--- config.mk ---
export PLATFORM = sky130hd
export DESIGN_NAME = score_player
export DESIGN_NICKNAME = d
export VERILOG_FILES = /design/src/rtl/score_pkg.sv /design/src/rtl/note_store.sv /design/src/rtl/led_drive.sv /design/src/rtl/busy_event.sv /design/src/rtl/score_player.sv
export SDC_FILE = /design/constraint.sdc
export NUM_CORES = 1
export LEC_CHECK = 0
export ABC_AREA = 1
export BUFFER_PORTS_ARGS = -buffer_cell sky130_fd_sc_hd__buf_2
export CAP_MARGIN = 0
export CELL_PAD_IN_SITES_DETAIL_PLACEMENT = 1
export CELL_PAD_IN_SITES_GLOBAL_PLACEMENT = 1
export CORE_MARGIN = 4
export CORE_UTILIZATION = 26
export CTS_BUF_LIST = sky130_fd_sc_hd__clkbuf_16
export DETAILED_ROUTE_END_ITERATION = 8
export MAX_ROUTING_LAYER = met4
export PLACE_DENSITY_LB_ADDON = 0.1
export SLEW_MARGIN = 20
export SYNTH_ARGS = -nofsm -noshare
export SYNTH_HDL_FRONTEND = slang
export SYNTH_SLANG_ARGS = --single-unit
--- constraint.sdc ---
create_clock -name clk -period 2.06 [get_ports clk]
set_input_delay 0.412 -clock clk [delete_from_list [all_inputs] [get_ports clk]]
set_output_delay 0.412 -clock clk [all_outputs]
set_load 0.02 [all_outputs]
--- src/rtl/score_pkg.sv ---
package score_pkg;

    localparam int SCORE_W = 5;
    localparam int NIB_W   = 4;

    typedef enum logic {
        PS_IDLE = 1'b0,
        PS_PLAY = 1'b1
    } play_st_e;

    typedef enum logic [1:0] {
        LED_DARK = 2'b00,
        LED_LIT  = 2'b01,
        LED_NOTE = 2'b10,
        LED_SLOW = 2'b11
    } led_mode_e;

    // Upper nibble = {led_mode, level, score[4]}, lower nibble = score[3:0]
    typedef struct packed {
        led_mode_e            led_mode;
        logic                 level;
        logic [SCORE_W-1:0]   score;
    } cfg_t;

endpackage

--- src/rtl/note_store.sv ---
module note_store
    import score_pkg::*;
#(
    parameter int ADDR_W = 10,
    parameter int TONE_W = 10,
    parameter int DUR_W  = 11
) (
    input  logic [SCORE_W-1:0]          score,
    input  logic [ADDR_W-1:0]           addr,
    output logic [ADDR_W-1:0]           start_addr,
    output logic [DUR_W+TONE_W:0]       word
);

    localparam int SLOT_W = 2;

    logic [SLOT_W-1:0] slot;
    logic [SLOT_W-1:0] owner_lo;
    logic              last;
    logic [DUR_W-1:0]  dur;

    // Built-in test content: score s owns the four addresses from 4*s,
    // uses (s mod 4)+1 of them, note i lasts i+2 ticks, tone = address.
    always_comb begin
        slot       = addr[SLOT_W-1:0];
        owner_lo   = addr[2*SLOT_W-1:SLOT_W];
        last       = (slot == owner_lo);
        dur        = DUR_W'(slot) + DUR_W'(2);
        start_addr = ADDR_W'({score, {SLOT_W{1'b0}}});
        word       = {last, dur, TONE_W'(addr)};
    end

endmodule

--- src/rtl/led_drive.sv ---
module led_drive
    import score_pkg::*;
#(
    parameter int DIV_W = 8
) (
    input  logic      clk,
    input  logic      rst_n,
    input  logic      busy,
    input  led_mode_e mode,
    input  logic      step,
    input  logic      tick,
    output logic      led
);

    localparam logic [DIV_W-1:0] DIV_ONE = {{(DIV_W-1){1'b0}}, 1'b1};

    typedef struct packed {
        logic             tog;
        logic [DIV_W-1:0] div;
    } led_t;

    led_t l_q, l_d;

    always_comb begin
        l_d = l_q;
        if (!busy) begin
            l_d = '0;
        end else begin
            if (tick) begin
                l_d.div = l_q.div + DIV_ONE;
            end
            if (mode == LED_NOTE && step) begin
                l_d.tog = ~l_q.tog;
            end
            if (mode == LED_SLOW && tick && (l_q.div == '1)) begin
                l_d.tog = ~l_q.tog;
            end
        end
    end

    always_ff @(posedge clk) begin
        if (!rst_n) begin
            l_q <= '0;
        end else begin
            l_q <= l_d;
        end
    end

    assign led = busy && ((mode == LED_LIT) || (mode[1] && l_q.tog));

    // a toggle during play always follows a note step or a tick
    p_tog_cause_r10: assert property (@(posedge clk) disable iff (!rst_n)
        (busy && $past(busy) && (l_q.tog != $past(l_q.tog))) |-> $past(step || tick))
        else $error("led toggled without cause");

    // led dark whenever idle
    p_led_idle_r10: assert property (@(posedge clk) disable iff (!rst_n)
        (!busy) |-> !led)
        else $error("led lit while idle");

endmodule

--- src/rtl/busy_event.sv ---
module busy_event (
    input  logic clk,
    input  logic rst_n,
    input  logic busy,
    input  logic irq_en,
    input  logic wake_en,
    output logic evt,
    output logic irq_req,
    output logic wake_req
);

    logic prev_q, prev_d;

    always_comb begin
        prev_d = busy;
    end

    always_ff @(posedge clk) begin
        if (!rst_n) begin
            prev_q <= 1'b0;
        end else begin
            prev_q <= prev_d;
        end
    end

    assign evt      = prev_q & ~busy;
    assign irq_req  = evt & irq_en;
    assign wake_req = evt & wake_en;

    // the event never lasts two cycles
    p_evt_single_r9: assert property (@(posedge clk) disable iff (!rst_n)
        evt |=> !evt)
        else $error("event pulse longer than one cycle");

endmodule

--- src/rtl/score_player.sv ---
module score_player
    import score_pkg::*;
#(
    parameter int ADDR_W    = 10,
    parameter int TONE_W    = 10,
    parameter int DUR_W     = 11,
    parameter int LED_DIV_W = 8
) (
    input  logic              clk,
    input  logic              rst_n,
    input  logic              hi_we,
    input  logic              lo_we,
    input  logic [NIB_W-1:0]  nib_data,
    input  logic              play_en,
    input  logic              tick,
    input  logic              irq_en,
    input  logic              wake_en,
    output logic              busy,
    output logic [TONE_W-1:0] tone,
    output logic              led,
    output logic              evt,
    output logic              irq_req,
    output logic              wake_req
);

    localparam int WORD_W = 1 + DUR_W + TONE_W;
    localparam logic [DUR_W-1:0]  DUR_ONE  = {{(DUR_W-1){1'b0}}, 1'b1};
    localparam logic [ADDR_W-1:0] ADDR_ONE = {{(ADDR_W-1){1'b0}}, 1'b1};

    typedef struct packed {
        play_st_e          st;
        cfg_t              live;
        cfg_t              held;
        logic              play;
        logic [ADDR_W-1:0] addr;
        logic [DUR_W-1:0]  cnt;
    } ctl_t;

    ctl_t c_q, c_d;

    logic [SCORE_W-1:0] lookup_score;
    logic [ADDR_W-1:0]  start_addr;
    logic [WORD_W-1:0]  word;
    logic [TONE_W-1:0]  note_tone;
    logic [DUR_W-1:0]   note_dur;
    logic               note_last;
    logic               rise;
    logic               note_done;
    logic               note_step;

    // Start lookup uses the live score when idle, the captured one when playing
    assign lookup_score = (c_q.st == PS_IDLE) ? c_q.live.score : c_q.held.score;

    note_store #(
        .ADDR_W (ADDR_W),
        .TONE_W (TONE_W),
        .DUR_W  (DUR_W)
    ) u_store (
        .score      (lookup_score),
        .addr       (c_q.addr),
        .start_addr (start_addr),
        .word       (word)
    );

    assign {note_last, note_dur, note_tone} = word;
    assign rise      = play_en & ~c_q.play;
    assign note_done = tick && (({1'b0, c_q.cnt} + {1'b0, DUR_ONE}) >= {1'b0, note_dur});

    always_comb begin
        c_d       = c_q;
        note_step = 1'b0;
        c_d.play  = play_en;

        if (hi_we) begin
            c_d.live.led_mode       = led_mode_e'(nib_data[3:2]);
            c_d.live.level          = nib_data[1];
            c_d.live.score[SCORE_W-1] = nib_data[0];
        end
        if (lo_we) begin
            c_d.live.score[SCORE_W-2:0] = nib_data;
        end

        case (c_q.st)
            PS_IDLE: begin
                if ((c_q.live.score != '0) &&
                    (c_q.live.level ? play_en : rise)) begin
                    c_d.st   = PS_PLAY;
                    c_d.held = c_q.live;
                    c_d.addr = start_addr;
                    c_d.cnt  = '0;
                end
            end
            PS_PLAY: begin
                if (rise && (c_q.live.score == '0)) begin
                    c_d.st = PS_IDLE;
                end else if (note_done) begin
                    c_d.cnt = '0;
                    if (c_q.held.level && !play_en) begin
                        c_d.st = PS_IDLE;
                    end else if (!note_last) begin
                        c_d.addr  = c_q.addr + ADDR_ONE;
                        note_step = 1'b1;
                    end else if (c_q.held.level) begin
                        c_d.addr  = start_addr;
                        note_step = 1'b1;
                    end else begin
                        c_d.st = PS_IDLE;
                    end
                end else if (tick) begin
                    c_d.cnt = c_q.cnt + DUR_ONE;
                end
            end
            default: c_d.st = PS_IDLE;
        endcase
    end

    always_ff @(posedge clk) begin
        if (!rst_n) begin
            c_q <= '0;
        end else begin
            c_q <= c_d;
        end
    end

    assign busy = (c_q.st == PS_PLAY);
    assign tone = busy ? note_tone : '0;

    led_drive #(
        .DIV_W (LED_DIV_W)
    ) u_led (
        .clk   (clk),
        .rst_n (rst_n),
        .busy  (busy),
        .mode  (c_q.held.led_mode),
        .step  (note_step),
        .tick  (tick),
        .led   (led)
    );

    busy_event u_evt (
        .clk      (clk),
        .rst_n    (rst_n),
        .busy     (busy),
        .irq_en   (irq_en),
        .wake_en  (wake_en),
        .evt      (evt),
        .irq_req  (irq_req),
        .wake_req (wake_req)
    );

    // captured setting does not move while playing
    p_held_stable_r6: assert property (@(posedge clk) disable iff (!rst_n)
        (busy && $past(busy)) |-> $stable(c_q.held))
        else $error("captured setting changed during play");

    // playback never begins on score zero
    p_start_nonzero_r3: assert property (@(posedge clk) disable iff (!rst_n)
        $rose(busy) |-> (c_q.held.score != '0))
        else $error("started on score zero");

    // stop command ends play in the next cycle
    p_zero_stop_r3: assert property (@(posedge clk) disable iff (!rst_n)
        (busy && rise && (c_q.live.score == '0)) |=> !busy)
        else $error("stop command ignored");

    // duration counter stays below the note length
    p_cnt_range_r8: assert property (@(posedge clk) disable iff (!rst_n)
        busy |-> ({1'b0, c_q.cnt} < {1'b0, note_dur}))
        else $error("duration counter out of range");

    // no tick, no note change
    p_hold_no_tick_r8: assert property (@(posedge clk) disable iff (!rst_n)
        (busy && $past(busy) && !$past(tick)) |-> $stable(c_q.addr))
        else $error("note advanced without tick");

    // every fall of busy produces the event
    p_fall_evt_r9: assert property (@(posedge clk) disable iff (!rst_n)
        $fell(busy) |-> evt)
        else $error("busy fell without event");

endmodule

# Yosys cells after proc, flatten, opt, wreduce, memory -nomap -nowiden
# Index checks and enable logic that the tools add are counted.
# classes
addsub	5
magnitude_cmp	1
eq_ne	11
mux	24
bitwise	7
n_reduce_logical	18
# ops
op	count
$mux W10	5
$mux W21	2
$pmux W21 S2	1
$mux W11	2
$add A11 B1 Y12 const B	1
$ge A12 B11 Y1	1
$mux W1	12
$add A11 B1 Y11 const B	1
$add A10 B1 Y10 const B	1
$logic_and A1 B1 Y1	9
$add A8 B1 Y8 const B	1
$eq A8 B8 Y1 const B	1
$logic_not A5 Y1	1
$mux W5	1
$reduce_and A5 Y1	1
$reduce_bool A5 Y1	1
$and A1 B1 Y1	4
$eq A2 B2 Y1 const B	2
$ne A2 B1 Y1 const B	2
$ne A2 B2 Y1 const B	2
$reduce_and A2 Y1	2
$add A2 B2 Y3 const B	1
$ne A3 B2 Y1 const B	1
$ne A3 B3 Y1 const B	1
other kinds (8)	10
# word_totals
regBits	49
input_bits	12
output_inout_bits	15
elab_cells	80

# Depth between registers and ports, before layout
# depth
ltp_word	9
mapped_depth	15

# Modules after synthesis
# Synthesis repeated with hierarchy kept, for this count alone.
# unflattened
hier_cells	493
area_unflattened_um2	3283.1
# modules_own_cells
module	n_inst	cells_per_inst	area_each_um2	seq_area_each_um2
score_player	1	375	2473.6	780.7
led_drive	1	65	470.5	180.2
note_store	1	43	282.8	0.0
busy_event	1	10	56.3	20.0

# Worst setup path before layout
# OpenSTA, ideal clock, no wires.
# synth_path
path_type	register -> register
from	register c_q[1] (netlist bit)
to	register c_q[11] (netlist bit)
setup_time_ps	115
arrival_ps	1808
setup_slack_ps	137
stages_incl_launch_ff	13
n_path_buf	1
period_less_slack_ps	1923
path_cell_list	dfxtp_1 > ha_1 > xor2_1 > ha_1 > a21oi_1 > nand2_1 > nor2_2 > nand3_2 > nand2_4 > nand2_4 > buf_6 > a21oi_1 > nor2_1
# synth_via
elab_chain_cells	5
# synth_rtl
element	line	rtl
start, declared	score_player.sv:39	ctl_t c_q, c_d;
start signal, assigned	score_player.sv:119	c_q <= '0;
start signal, assigned	score_player.sv:121	c_q <= c_d;
$add A11 B1 Y12	score_player.sv:67	assign note_done = tick && (({1'b0, c_q.cnt} + {1'b0, DUR_ONE}) >= {1'b0, note_dur});
$ge A12 B11 Y1	score_player.sv:67	
$logic_and A1 B1 Y1	score_player.sv:67	
$ne A2 B1 Y1 (no line)	n/a	
$reduce_and A5 Y1 (no line)	n/a	
# Every way passes these cells.
# A chain may end at the register's enable or synchronous reset.

# Final worst setup path
# layout_path
from	register c_q[0] (netlist bit)
to	register c_q[16] (netlist bit)
# The elaborated chain is that of the path after synthesis.

==> run_results.csv <==
group,metric,value,unit
routing,vias,2536,
yosys,yosysSeqAreaShare,36.6,%
routing,viasPerCell,4.52,
layout,stdcell_count,561,
min_path,hold_path.class,"in2reg",
routing,wl_met1,3670,um
layout,layout.nets,445,
cts,cts_tree,"done",
sta,grt_setup_unrepaired,"yes",
yosys,syn_inst,391,
yosys,synth_nets,409,
routing,detail-route-antenna-nets,0,
pwr,irDropWorstVdd,0.346,mV
yosys,yosysTopAreaCell,"dfxtp_1",
cts,cts_buffers,5,
worst_setup_path,crit_fanout,9,
pwr,p_per_area,958,nW/um2
routing,drt-initial-drc-count,52,
sta,min_period,1.97,ns
cts,cts-root-buf,"clkbuf_16",
sta,final-hold-violation-count,0,
layout,antenna-diode-count,0,
cts,cts_max_level,2,
floorplanning,die_y,110,um
min_path,holdPathStages,3,
cts,clockBufferDepth,2,
yosys,syn_avg_cell_area,6.85,um2
min_path,min_to,"c_q[21]$_SDFF_PN0_",
floorplanning,design.die.area,12000,um2
floorplanning,rows,36,
sta,period_share,95.8,%
sta,slew_headroom,73.5,%
placed_design,dpl.cell_count,550,
sta,skew,0.00754,ns
worst_setup_path,critPathLaunchType,"flip-flop",
routing,top_layer,"met4",
yosys,synth_top_area_share,36.6,%
job,maxCapViolations,0,
layout,fillers,1265,
layout,final_cell_mix,"nand2_1 (79), inv_1 (55), dfxtp_1 (45)",
routing,routed_wl,7240,um
worst_setup_path,critPathCaptureType,"flip-flop",
global_route,antenna_found_initial,0,
placed_design,portBuffers,26,
sta,maxSlewViolCount,0,
floorplanning,die_w,110,um
sta,fmax,507,MHz
layout,final_common_cell,"nand2_1",
floorplanning,start_util,27.0,%
yosys,syn-cell-area,2680,um2
layout,area_growth,22.2,%
worst_setup_path,reg2reg_depth,11,
routing,wl_met2,3320,um
cts,cts_hold_buffers,0,
worst_setup_path,crit_type,"reg2reg",
cts,insertion_delay,0.29,ns
routing,route.detailed.drc,0,
placed_design,gp_congestion,0.735,
placed_design,dp_slack,-0.0510,ns
routing,wl_per_cell,12.9,um
cts,clkSinkCount,49,
sta,worstMarginPinSlew,0.397,ns
floorplanning,coreArea,9910,um2
pwr,total_power,3.14,mW
yosys,ys_seq_elements,49,
worst_setup_path,rrSetupSlack,0.09,ns
yosys,ys_types,34,
worst_setup_path,r2r-end,"c_q[16]$_SDFFE_PN0P_",
yosys,yosys_warnings,0,
global_route,gr-total-overflow,0,
sta,fin_ws,0.0874,ns
layout,drive_above_1_share,20.1,%
yosys,synthTopCellsByArea,"dfxtp_1 (37%), nand2_1 (11%), inv_1 (7.6%)",
worst_setup_path,r2r_start,"c_q[0]$_SDFFE_PN0P_",
placed_design,dp_hpwl,5300,um
global_route,first_global_vias,2653,
global_route,grt_max_degree,28,
sta,setup_viol,0,
min_path,hold_path_startpoint,"play_en",
worst_setup_path,cp.arrival,2.16,ns
floorplanning,boundaryPins,27,
pwr,cellLeakagePower,1.44,nW
status,status,"completed",
routing,met3_length,162,um
global_route,grt_pass1_wl,12700,um
global_route,grt_usage,13.5,%
routing,dr.pass1.iters,4,
cts,clk_pin_slew,0.07,ns
worst_setup_path,crit_required,2.24,ns
==> registers in the layout, summed over array words and instances (netlist names) <==
name and cells:
busy 1, c_q 38, u_evt.prev_q 1, u_led.l_q 9
==> power breakdown <==
group          total, mW  internal, mW  switching, mW
Sequential          1.16          1.05          0.110
Combinational       1.03         0.406          0.626
Clock              0.943         0.566          0.377
Total               3.14          2.02           1.11
==> stage by stage <==
step | hold slack [ns] | utilization (%) | TNS [ns] | cell area, um2
finish | 0.323 | 33.0 | 0 | 3270
global route | 0.351 | 33.0 | -0.305 | 3270
CTS | 0.317 | 32.0 | 0 | 3170
detailed placement | 0.453 | 30.2 | -0.0998 | 2990
global placement | 0.441 | 30.2 | 0 | 2990
floorplan | 0.430 | - | 0 | 2680
==> worst max-delay path by stage <==
stage | startpoint | to | slack, ns | cells after the start
final | c_q[0]$_SDFFE_PN0P_ | c_q[16]$_SDFFE_PN0P_ | 0.09 | 11
after global routing | c_q[0]$_SDFFE_PN0P_ | c_q[2]$_SDFFE_PN0P_ | -0.06 | 11
after CTS | c_q[0]$_SDFFE_PN0P_ | c_q[18]$_SDFFE_PN0P_ | 0.02 | 13
after detailed placement | c_q[0]$_SDFFE_PN0P_ | c_q[18]$_SDFFE_PN0P_ | -0.05 | 13
after global placement | c_q[0]$_SDFFE_PN0P_ | c_q[12]$_SDFFE_PN0P_ | 0.05 | 14
after floorplan | c_q[1]$_SDFFE_PN0P_ | c_q[11]$_SDFFE_PN0P_ | 0.14 | 12
==> per-layer routing <==
metal  global-route usage, %  vias up
li1                        -     1325
met1                    17.8     1183
met2                    21.8       20
met3                    1.88        8
met4                    3.47        0
met5                       -        -
==> worst max-delay path: stages (launching register included) <==
cell     delay [ns]
dfxtp_2        0.34
ha_4           0.17
xor2_2         0.15
ha_1           0.29
a21oi_2        0.12
nand2_1        0.07
nor2_2         0.11
nand3_2        0.11
nand2_4        0.16
nand2_8        0.10
a21oi_1        0.17
nor2_1         0.06
==> repair_timing <==
action	4_1_cts	5_1_grt
resized for setup	3	17
buffers inserted	0	2
gates cloned	0	1
pin swaps	0	7
setup endpoints to repair	2	11
==> cell families after synthesis <==
logic type	synth area share, %
and+or+nand+nor	32.0
AOI/OAI and AO/OA	14.3
buffers and inverters	11.3
DFF	36.6
xor gates and xnor gates	2.94
adders and majority gates	2.80
==> cells in the mapped netlist, drive strengths merged <==
cell type  instances
nand3b             1
o21ai             31
nor3              16
clkbuf             7
nand3             27
xor2               4
inv               54
nand4              6
and3               2
xnor2              5
nor3b              1
or2                3
a21oi             35
a211oi             1
nand2             86
o211ai             4
buf                8
ha                 6
dfxtp             49
nor2              45
==> layout make-up <==
| type | instances | area [um2] | area share, % |
|---|---|---|---|
| repair buffers | 43 | 265 | 8.10 |
| flip-flops and latches | 49 | 986 | 30.1 |
| multi-input cells | 274 | 1490 | 45.5 |
| well taps | 133 | 166 | 5.08 |
| inverters | 54 | 203 | 6.19 |
| clock buffers | 5 | 125 | 3.82 |
| clock inverters | 3 | 37.5 | 1.15 |
Note: power is estimated with default switching activity, not from simulation.
